**config.mk**
```make
export PLATFORM = sky130hd
export DESIGN_NAME = bridge_cfg_bank
export DESIGN_NICKNAME = d
export VERILOG_FILES = /design/src/rtl/bcb_pkg.sv /design/src/rtl/bcb_wr_decode.sv /design/src/rtl/bcb_regs.sv /design/src/rtl/bcb_rd_mux.sv /design/src/rtl/bcb_pulse.sv /design/src/rtl/bridge_cfg_bank.sv
export SDC_FILE = /design/constraint.sdc
export NUM_CORES = 1
export LEC_CHECK = 0
export ABC_AREA = 1
export BUFFER_PORTS_ARGS = -buffer_cell sky130_fd_sc_hd__buf_2
export CAP_MARGIN = 10
export CORE_MARGIN = 5
export CORE_UTILIZATION = 25
export CTS_CLUSTER_SIZE = 12
export DETAILED_ROUTE_END_ITERATION = 16
export GPL_TIMING_DRIVEN = 1
export PLACE_DENSITY = 0.39
export SLEW_MARGIN = 20
export SYNTH_ARGS = -nofsm -noshare
export SYNTH_HDL_FRONTEND = slang
export SYNTH_SLANG_ARGS = --single-unit
```
**constraint.sdc**
```tcl
create_clock -name clk -period 8 [get_ports clk]
set_clock_uncertainty 0.1 [all_clocks]
set_input_delay 2.4 -clock clk [delete_from_list [all_inputs] [get_ports clk]]
set_output_delay 2.4 -clock clk [all_outputs]
set_load 0.01 [all_outputs]
```
**src/rtl/bcb_pkg.sv**
```systemverilog
package bcb_pkg;
  localparam int HDR_AW = 6;
  typedef logic [HDR_AW-1:0] dw_t;

  localparam dw_t DW_ID    = 6'h00;
  localparam dw_t DW_CMD   = 6'h01;
  localparam dw_t DW_CLASS = 6'h02;
  localparam dw_t DW_HDR   = 6'h03;
  localparam dw_t DW_BUS   = 6'h06;
  localparam dw_t DW_IO    = 6'h07;
  localparam dw_t DW_MEM   = 6'h08;
  localparam dw_t DW_PREF  = 6'h09;
  localparam dw_t DW_PBU   = 6'h0A;
  localparam dw_t DW_PLU   = 6'h0B;
  localparam dw_t DW_IOU   = 6'h0C;
  localparam dw_t DW_CTL   = 6'h0F;

  localparam logic [15:0] CMD_WMASK  = 16'h0147;
  localparam logic [15:0] CTL_WMASK  = 16'h0FFF;
  localparam logic [15:0] IO_WMASK   = 16'hF0F0;
  localparam logic [31:0] RNG_WMASK  = 32'hFFF0_FFF0;
  localparam logic [15:0] CAP_STATUS = 16'h00A0;
  localparam logic [23:0] CLASS_P2P  = 24'h060400;
  localparam int          CTL_SRST_BIT = 6;

  // closed-window presets
  localparam logic [15:0] IO_CLOSED  = 16'h00F0;
  localparam logic [31:0] RNG_CLOSED = 32'h0000_FFF0;

  typedef struct packed {
    logic [15:0] cmd;
    logic [31:0] bus;
    logic [15:0] io;
    logic [31:0] mem;
    logic [31:0] pref;
    logic [31:0] pbu;
    logic [31:0] plu;
    logic [31:0] iou;
    logic [15:0] ctl;
  } bank_t;

  function automatic logic [31:0] lane_mask(input logic [3:0] be);
    return {{8{be[3]}}, {8{be[2]}}, {8{be[1]}}, {8{be[0]}}};
  endfunction

  // byte addresses whose write must refresh the forwarding windows
  function automatic logic upd_span(input logic [7:0] a);
    return (a == 8'h04) || (a == 8'h05) ||
           (a == 8'h1C) || (a == 8'h1D) ||
           ((a >= 8'h20) && (a <= 8'h33)) ||
           (a == 8'h3E) || (a == 8'h3F);
  endfunction
endpackage

```
**src/rtl/bcb_wr_decode.sv**
```systemverilog
module bcb_wr_decode
  import bcb_pkg::*;
(
  input  logic       wr_en,
  input  logic       fwd_disable,
  input  dw_t        dw_addr,
  input  logic [3:0] byte_en,
  output logic [3:0] lane_we,
  output logic       upd_req
);
  logic [3:0] lane_hit;

  for (genvar l = 0; l < 4; l++) begin : g_lane
    logic [7:0] baddr;
    assign baddr       = {dw_addr, 2'(l)};
    assign lane_we[l]  = wr_en & ~fwd_disable & byte_en[l];
    assign lane_hit[l] = lane_we[l] & upd_span(baddr);
  end

  assign upd_req = |lane_hit;
endmodule

```
**src/rtl/bcb_regs.sv**
```systemverilog
module bcb_regs
  import bcb_pkg::*;
#(
  parameter bit IO_32BIT   = 1'b1,
  parameter bit PREF_64BIT = 1'b1
) (
  input  logic        clk,
  input  logic        rst_n,
  input  dw_t         dw_addr,
  input  logic [3:0]  lane_we,
  input  logic [31:0] wdata,
  input  logic        fwd_disable,
  output bank_t       q,
  output logic        srst_rise
);
  localparam logic [31:0] UPPER_PREF_WMASK = PREF_64BIT ? 32'hFFFF_FFFF : 32'h0;
  localparam logic [31:0] UPPER_IO_WMASK   = IO_32BIT   ? 32'hFFFF_FFFF : 32'h0;

  bank_t       d;
  logic [31:0] cur, wm, m, nv;
  logic        en;

  // current word and writable mask of the addressed dword
  always_comb begin
    cur = 32'h0;
    wm  = 32'h0;
    case (dw_addr)
      DW_CMD:  begin cur = {16'h0, q.cmd}; wm = {16'h0, CMD_WMASK}; end
      DW_BUS:  begin cur = q.bus;          wm = 32'hFFFF_FFFF;      end
      DW_IO:   begin cur = {16'h0, q.io};  wm = {16'h0, IO_WMASK};  end
      DW_MEM:  begin cur = q.mem;          wm = RNG_WMASK;          end
      DW_PREF: begin cur = q.pref;         wm = RNG_WMASK;          end
      DW_PBU:  begin cur = q.pbu;          wm = UPPER_PREF_WMASK;   end
      DW_PLU:  begin cur = q.plu;          wm = UPPER_PREF_WMASK;   end
      DW_IOU:  begin cur = q.iou;          wm = UPPER_IO_WMASK;     end
      DW_CTL:  begin cur = {q.ctl, 16'h0}; wm = {CTL_WMASK, 16'h0}; end
      default: begin cur = 32'h0;          wm = 32'h0;              end
    endcase
    m  = lane_mask(lane_we) & wm;
    nv = (cur & ~m) | (wdata & m);
  end

  // next state
  always_comb begin
    d = q;
    if (fwd_disable) begin
      d.io   = IO_CLOSED;
      d.mem  = RNG_CLOSED;
      d.pref = RNG_CLOSED;
      d.pbu  = 32'h0;
      d.plu  = 32'h0;
    end else if (|lane_we) begin
      case (dw_addr)
        DW_CMD:  d.cmd  = nv[15:0];
        DW_BUS:  d.bus  = nv;
        DW_IO:   d.io   = nv[15:0];
        DW_MEM:  d.mem  = nv;
        DW_PREF: d.pref = nv;
        DW_PBU:  d.pbu  = nv;
        DW_PLU:  d.plu  = nv;
        DW_IOU:  d.iou  = nv;
        DW_CTL:  d.ctl  = nv[31:16];
        default: ;
      endcase
    end
  end

  assign en        = fwd_disable | (|lane_we);
  assign srst_rise = ~q.ctl[CTL_SRST_BIT] & d.ctl[CTL_SRST_BIT];

  always_ff @(posedge clk or negedge rst_n) begin
    if (!rst_n)  q <= '0;
    else if (en) q <= d;
  end

  AST_DISABLE_CLOSES: assert property (@(posedge clk) disable iff (!rst_n)
    fwd_disable |=> (q.io == IO_CLOSED) && (q.mem == RNG_CLOSED) &&
                    (q.pref == RNG_CLOSED) && (q.pbu == 32'h0) && (q.plu == 32'h0));
  AST_DISABLE_DROPS_WRITE: assert property (@(posedge clk) disable iff (!rst_n)
    fwd_disable |=> (q.bus == $past(q.bus)) && (q.ctl == $past(q.ctl)));
endmodule

```
**src/rtl/bcb_rd_mux.sv**
```systemverilog
module bcb_rd_mux
  import bcb_pkg::*;
#(
  parameter logic [15:0] VENDOR_ID  = 16'hABCD,
  parameter logic [15:0] DEVICE_ID  = 16'h5A17,
  parameter logic [7:0]  REV_ID     = 8'h03,
  parameter bit          MULTI_FUNC = 1'b1,
  parameter bit          IO_32BIT   = 1'b1,
  parameter bit          PREF_64BIT = 1'b1
) (
  input  dw_t         dw_addr,
  input  bank_t       q,
  output logic [31:0] rdata
);
  localparam logic [3:0]  IO_TYPE   = IO_32BIT   ? 4'h1 : 4'h0;
  localparam logic [3:0]  PREF_TYPE = PREF_64BIT ? 4'h1 : 4'h0;
  localparam logic [7:0]  HDR_TYPE  = {MULTI_FUNC, 7'h01};
  localparam logic [15:0] IO_NIB    = {4'h0, IO_TYPE, 4'h0, IO_TYPE};
  localparam logic [31:0] PREF_NIB  = {12'h0, PREF_TYPE, 12'h0, PREF_TYPE};

  always_comb begin
    case (dw_addr)
      DW_ID:    rdata = {DEVICE_ID, VENDOR_ID};
      DW_CMD:   rdata = {CAP_STATUS, q.cmd};
      DW_CLASS: rdata = {CLASS_P2P, REV_ID};
      DW_HDR:   rdata = {8'h00, HDR_TYPE, 16'h0000};
      DW_BUS:   rdata = q.bus;
      DW_IO:    rdata = {CAP_STATUS, q.io | IO_NIB};
      DW_MEM:   rdata = q.mem;
      DW_PREF:  rdata = q.pref | PREF_NIB;
      DW_PBU:   rdata = q.pbu;
      DW_PLU:   rdata = q.plu;
      DW_IOU:   rdata = q.iou;
      DW_CTL:   rdata = {q.ctl, 16'h0000};
      default:  rdata = 32'h0;
    endcase
  end
endmodule

```
**src/rtl/bcb_pulse.sv**
```systemverilog
module bcb_pulse (
  input  logic clk,
  input  logic rst_n,
  input  logic srst_rise,
  input  logic upd_req,
  output logic srst_q,
  output logic upd_q
);
  logic srst_d, upd_d;

  always_comb begin
    srst_d = srst_rise;
    upd_d  = upd_req;
  end

  always_ff @(posedge clk or negedge rst_n) begin
    if (!rst_n) begin
      srst_q <= 1'b0;
      upd_q  <= 1'b0;
    end else begin
      srst_q <= srst_d;
      upd_q  <= upd_d;
    end
  end
endmodule

```
**src/rtl/bridge_cfg_bank.sv**
```systemverilog
module bridge_cfg_bank
  import bcb_pkg::*;
#(
  parameter logic [15:0] VENDOR_ID  = 16'hABCD,
  parameter logic [15:0] DEVICE_ID  = 16'h5A17,
  parameter logic [7:0]  REV_ID     = 8'h03,
  parameter bit          MULTI_FUNC = 1'b1,
  parameter bit          IO_32BIT   = 1'b1,
  parameter bit          PREF_64BIT = 1'b1
) (
  input  logic        clk,
  input  logic        rst_n,
  input  logic        cfg_wr_en,
  input  logic [5:0]  cfg_dw_addr,
  input  logic [3:0]  cfg_byte_en,
  input  logic [31:0] cfg_wdata,
  output logic [31:0] cfg_rdata,
  input  logic        fwd_disable,
  output logic        sec_bus_rst,
  output logic        win_update
);
  logic       rst_meta, rst_sync;
  logic [3:0] lane_we;
  logic       upd_req, srst_rise;
  bank_t      bank_q;

  // asynchronous assert, synchronous release
  always_ff @(posedge clk or negedge rst_n) begin
    if (!rst_n) begin
      rst_meta <= 1'b0;
      rst_sync <= 1'b0;
    end else begin
      rst_meta <= 1'b1;
      rst_sync <= rst_meta;
    end
  end

  bcb_wr_decode i_dec (
    .wr_en      (cfg_wr_en),
    .fwd_disable(fwd_disable),
    .dw_addr    (cfg_dw_addr),
    .byte_en    (cfg_byte_en),
    .lane_we    (lane_we),
    .upd_req    (upd_req)
  );

  bcb_regs #(.IO_32BIT(IO_32BIT), .PREF_64BIT(PREF_64BIT)) i_regs (
    .clk        (clk),
    .rst_n      (rst_sync),
    .dw_addr    (cfg_dw_addr),
    .lane_we    (lane_we),
    .wdata      (cfg_wdata),
    .fwd_disable(fwd_disable),
    .q          (bank_q),
    .srst_rise  (srst_rise)
  );

  bcb_rd_mux #(
    .VENDOR_ID(VENDOR_ID), .DEVICE_ID(DEVICE_ID), .REV_ID(REV_ID),
    .MULTI_FUNC(MULTI_FUNC), .IO_32BIT(IO_32BIT), .PREF_64BIT(PREF_64BIT)
  ) i_rd (
    .dw_addr(cfg_dw_addr),
    .q      (bank_q),
    .rdata  (cfg_rdata)
  );

  bcb_pulse i_pulse (
    .clk      (clk),
    .rst_n    (rst_sync),
    .srst_rise(srst_rise),
    .upd_req  (upd_req),
    .srst_q   (sec_bus_rst),
    .upd_q    (win_update)
  );

  AST_SRST_ON_RISE: assert property (@(posedge clk) disable iff (!rst_sync)
    sec_bus_rst |-> (bank_q.ctl[CTL_SRST_BIT] && !$past(bank_q.ctl[CTL_SRST_BIT])));
  AST_SRST_ONE_CYCLE: assert property (@(posedge clk) disable iff (!rst_sync)
    sec_bus_rst |=> !sec_bus_rst);
  AST_UPD_AFTER_WRITE: assert property (@(posedge clk) disable iff (!rst_sync)
    win_update |-> $past(cfg_wr_en && !fwd_disable && (|cfg_byte_en)));
endmodule

```
==> impl_metrics.json <==
{
  "yosysWarnings": 0,
  "synth-edff-count": 0,
  "fp-row-count": 81,
  "drive_gt1_share_pct": 13.05,
  "die_height_microns": 231.1,
  "grt_pass1_vias": 11024,
  "start_util_pct": 25.12,
  "post_cts_buffers": 0,
  "grt_overflow": 0,
  "status": "finished, final reports clean",
  "cts_max_level": 1,
  "crit_slowest_cell": "nor2_2",
  "insertion_delay_ns": 0.60,
  "syn_avg_cell_area_sq_um": 7.483,
  "crit_chain": "buf_2, nand2_2, nor2_2, nand2_2, inv_1, nand2_1, nand2_1, nor2_1, nand3_1, buf_2",
  "rr_worst_depth": 2,
  "critPathCaptureType": "output pin",
  "routed-via-count": 11063,
  "startpoint": "cfg_dw_addr[0]",
  "p_leak_uw": 0.007598,
  "die_w_microns": 231.1,
  "clk_path_buf_depth": 3,
  "postRouteAntennaNets": 0,
  "holdBufCountCts": 0,
  "p_int_uw": 2270,
  "clk_pin_slew_ns": 0.06,
  "crit_family": "simple AND/OR/NAND/NOR gates",
  "track_usage_pct": 17.90,
  "fillCellCount": 5362,
  "power.switching_uw": 831.6,
  "fin_crit_sh_pct": 88.84,
  "cp_max_fo": 15,
  "drc": 0,
  "wl_per_cell_microns": 20.83,
  "drt_pass1_iterations": 5,
  "critPathRequiredTime_ns": 5.50,
  "cp_num_cells": 10,
  "netlist_instances": 1633,
  "maxCapViolCount": 0,
  "gp_congestion": 0.7987,
  "irDropWorstVdd_mv": 0.1567,
  "layout_common_cells": "nand2_1 (705), dfrtp_1 (243), nand3_1 (186), o21ai_0 (93), buf_2 (79)",
  "final_common_cell": "nand2_1",
  "p_per_area_mw_per_mm2": 217.4,
  "ys_async_sr_fraction_pct": 100.0,
  "yosys_register_bits": 244,
  "clock-sinks": 244,
  "hold_viol": 0,
  "cts_tree": "yes",
  "hold_path_class": "register to asynchronous set/reset pin",
  "worst_pin_slew_ns": 1.062,
  "cp_slowest_stage_delay_ns": 0.51,
  "core-area_sq_mm": 0.04865,
  "grt_pass1_wl_microns": 73100,
  "synth_cell_types": 39,
  "cp.buffers_inverters": 3,
  "clockPowerShare_pct": 48.6,
  "synthesis.nets": 1679,
  "ys.flop_type": "dfrtp_1",
  "drt_first_iter_violations": 891,
  "ctsResizeCount": 0,
  "dp_hpwl_microns": 29890,
  "final_cells": 2317,
  "combPwrFrac_pct": 8.5,
  "grt_max_degree": 147,
  "synthToLayoutAreaGrowth_pct": 16.73,
  "io_buffer_count": 79,
  "synth.top_cell.area_share_pct": 49.96,
  "num_io_pins": 80,
  "yosysSeqAreaShare_pct": 49.96,
  "report.final.slew_viol_count": 0,
  "worstPathArrival_ns": 4.61,
  "min_period_ns": 7.107,
  "synth_area_leader_cell": "dfrtp_1",
  "root_buffer": "clkbuf_16",
  "netlist_area_sq_mm": 0.01222,
  "relSlewSlack_pct": 29.18,
  "r2r_start": "rst_sync",
  "criticalPathCategory": "primary input to output pin",
  "fin_nets": 1715,
  "swShare_pct": 26.81,
  "viasPerCell": 4.775,
  "antenna_found_initial": 1,
  "placedCellCount": 2259,
  "rsz0062_at_grt": "no",
  "seq_power_share_pct": 42.9,
  "max_freq_mhz": 140.7,
  "die_area_sq_mm": 0.05340,
  "finalSetupViolCount": 0,
  "yosys-top-cells-area": "dfrtp_1 (50%), nand2_1 (22%), nand3_1 (7.6%)",
  "wl_microns": 48260,
  "hold_slack_ns": 0.2043,
  "start_kind": "primary input",
  "setup_tns_ns": 0,
  "cts-buffers-inserted": 30
}
synth_stat cells (2+ instances only):
cell type	count
a21oi_1	10
a21oi_4	2
a31oi_1	7
and3_1	2
buf_1	5
buf_2	49
buf_4	13
buf_6	2
clkbuf_1	35
dfrtp_1	244
inv_1	75
inv_2	10
inv_4	2
nand2_1	705
nand2_2	15
nand3_1	186
nand3_2	2
nand4_1	34
nor2_1	77
nor2_2	10
nor2_4	5
nor3_1	3
o21ai_0	93
o21ai_1	21
o21ai_4	2
o22ai_1	11
power groups by stage:
stage               Sequential (uW)  Clock (uW)  Combinational, uW
finish                         1330        1510                263
global route                   1340        1600                294
CTS                            1330        1550                266
detailed placement             1360           0                265
global placement               1350           0                264
floorplan                      1360           0                151
metrics by stage:
step                total power, uW  setup slack (ns)  util [%]  cell area, sq um
global placement               1619            0.9321     27.01             13140
global route                   3233            0.7564     29.31             14260
floorplan                      1511            0.5967         -             12220
CTS                            3146            0.8762     29.31             14260
detailed placement             1620            0.8778     27.07             13170
finish                         3101            0.8926     29.32             14260
worst register-to-register path, cell delays in order, from the launching register on:
cell     delay, ns
dfrtp_4       0.75
buf_12        0.62
buf_4         1.01
layer usage:
metal | up-vias | global-route usage, % | part of all wire, %
met2 | 301 | 27.09 | 43
met1 | 5395 | 26.82 | 49
li1 | 5291 | - | -
met3 | 76 | 2.903 | 5.2
met4 | 0 | 4.253 | 2.6
met5 | - | 0 | 0
registers in the layout, summed over array words and instances, names as in the netlist:
signal          count
i_regs.q          240
i_pulse.srst_q      1
i_pulse.upd_q       1
rst_sync            1
rst_meta            1
kinds of logic after synthesis:
kind of cell	count (synthesis)	share of synthesized area [%]
buf+inv	191	6.932
simple gates	1046	36.21
flops	244	49.96
compound gates	151	6.860
other cells	1	0.03069
cell type report:
cell class	count	area (sq um)	area share, %
diodes	2	5.005	0.03508
repair buffers	108	658.1	4.614
inverters	87	332.8	2.333
clock buffers	37	837.1	5.868
multi-input cells	1198	5290	37.08
flip-flops and latches	244	6110	42.83
clock inverters	19	254.0	1.781
well taps	622	778.2	5.456
worst paths after layout:
| path | endpoint | slack, ns |
|---|---|---|
| setup / recovery | cfg_rdata[2] | 0.89 |
| hold / removal | i_regs.q[171] | 0.20 |
| setup reg to reg | i_regs.q[128] | 5.50 |
| hold reg to reg | i_regs.q[171] | 0.20 |
| max in group asynchronous | i_regs.q[128] | 5.50 |
| min in group clk | rst_sync | 0.25 |
(Power assumes the default switching activity.)
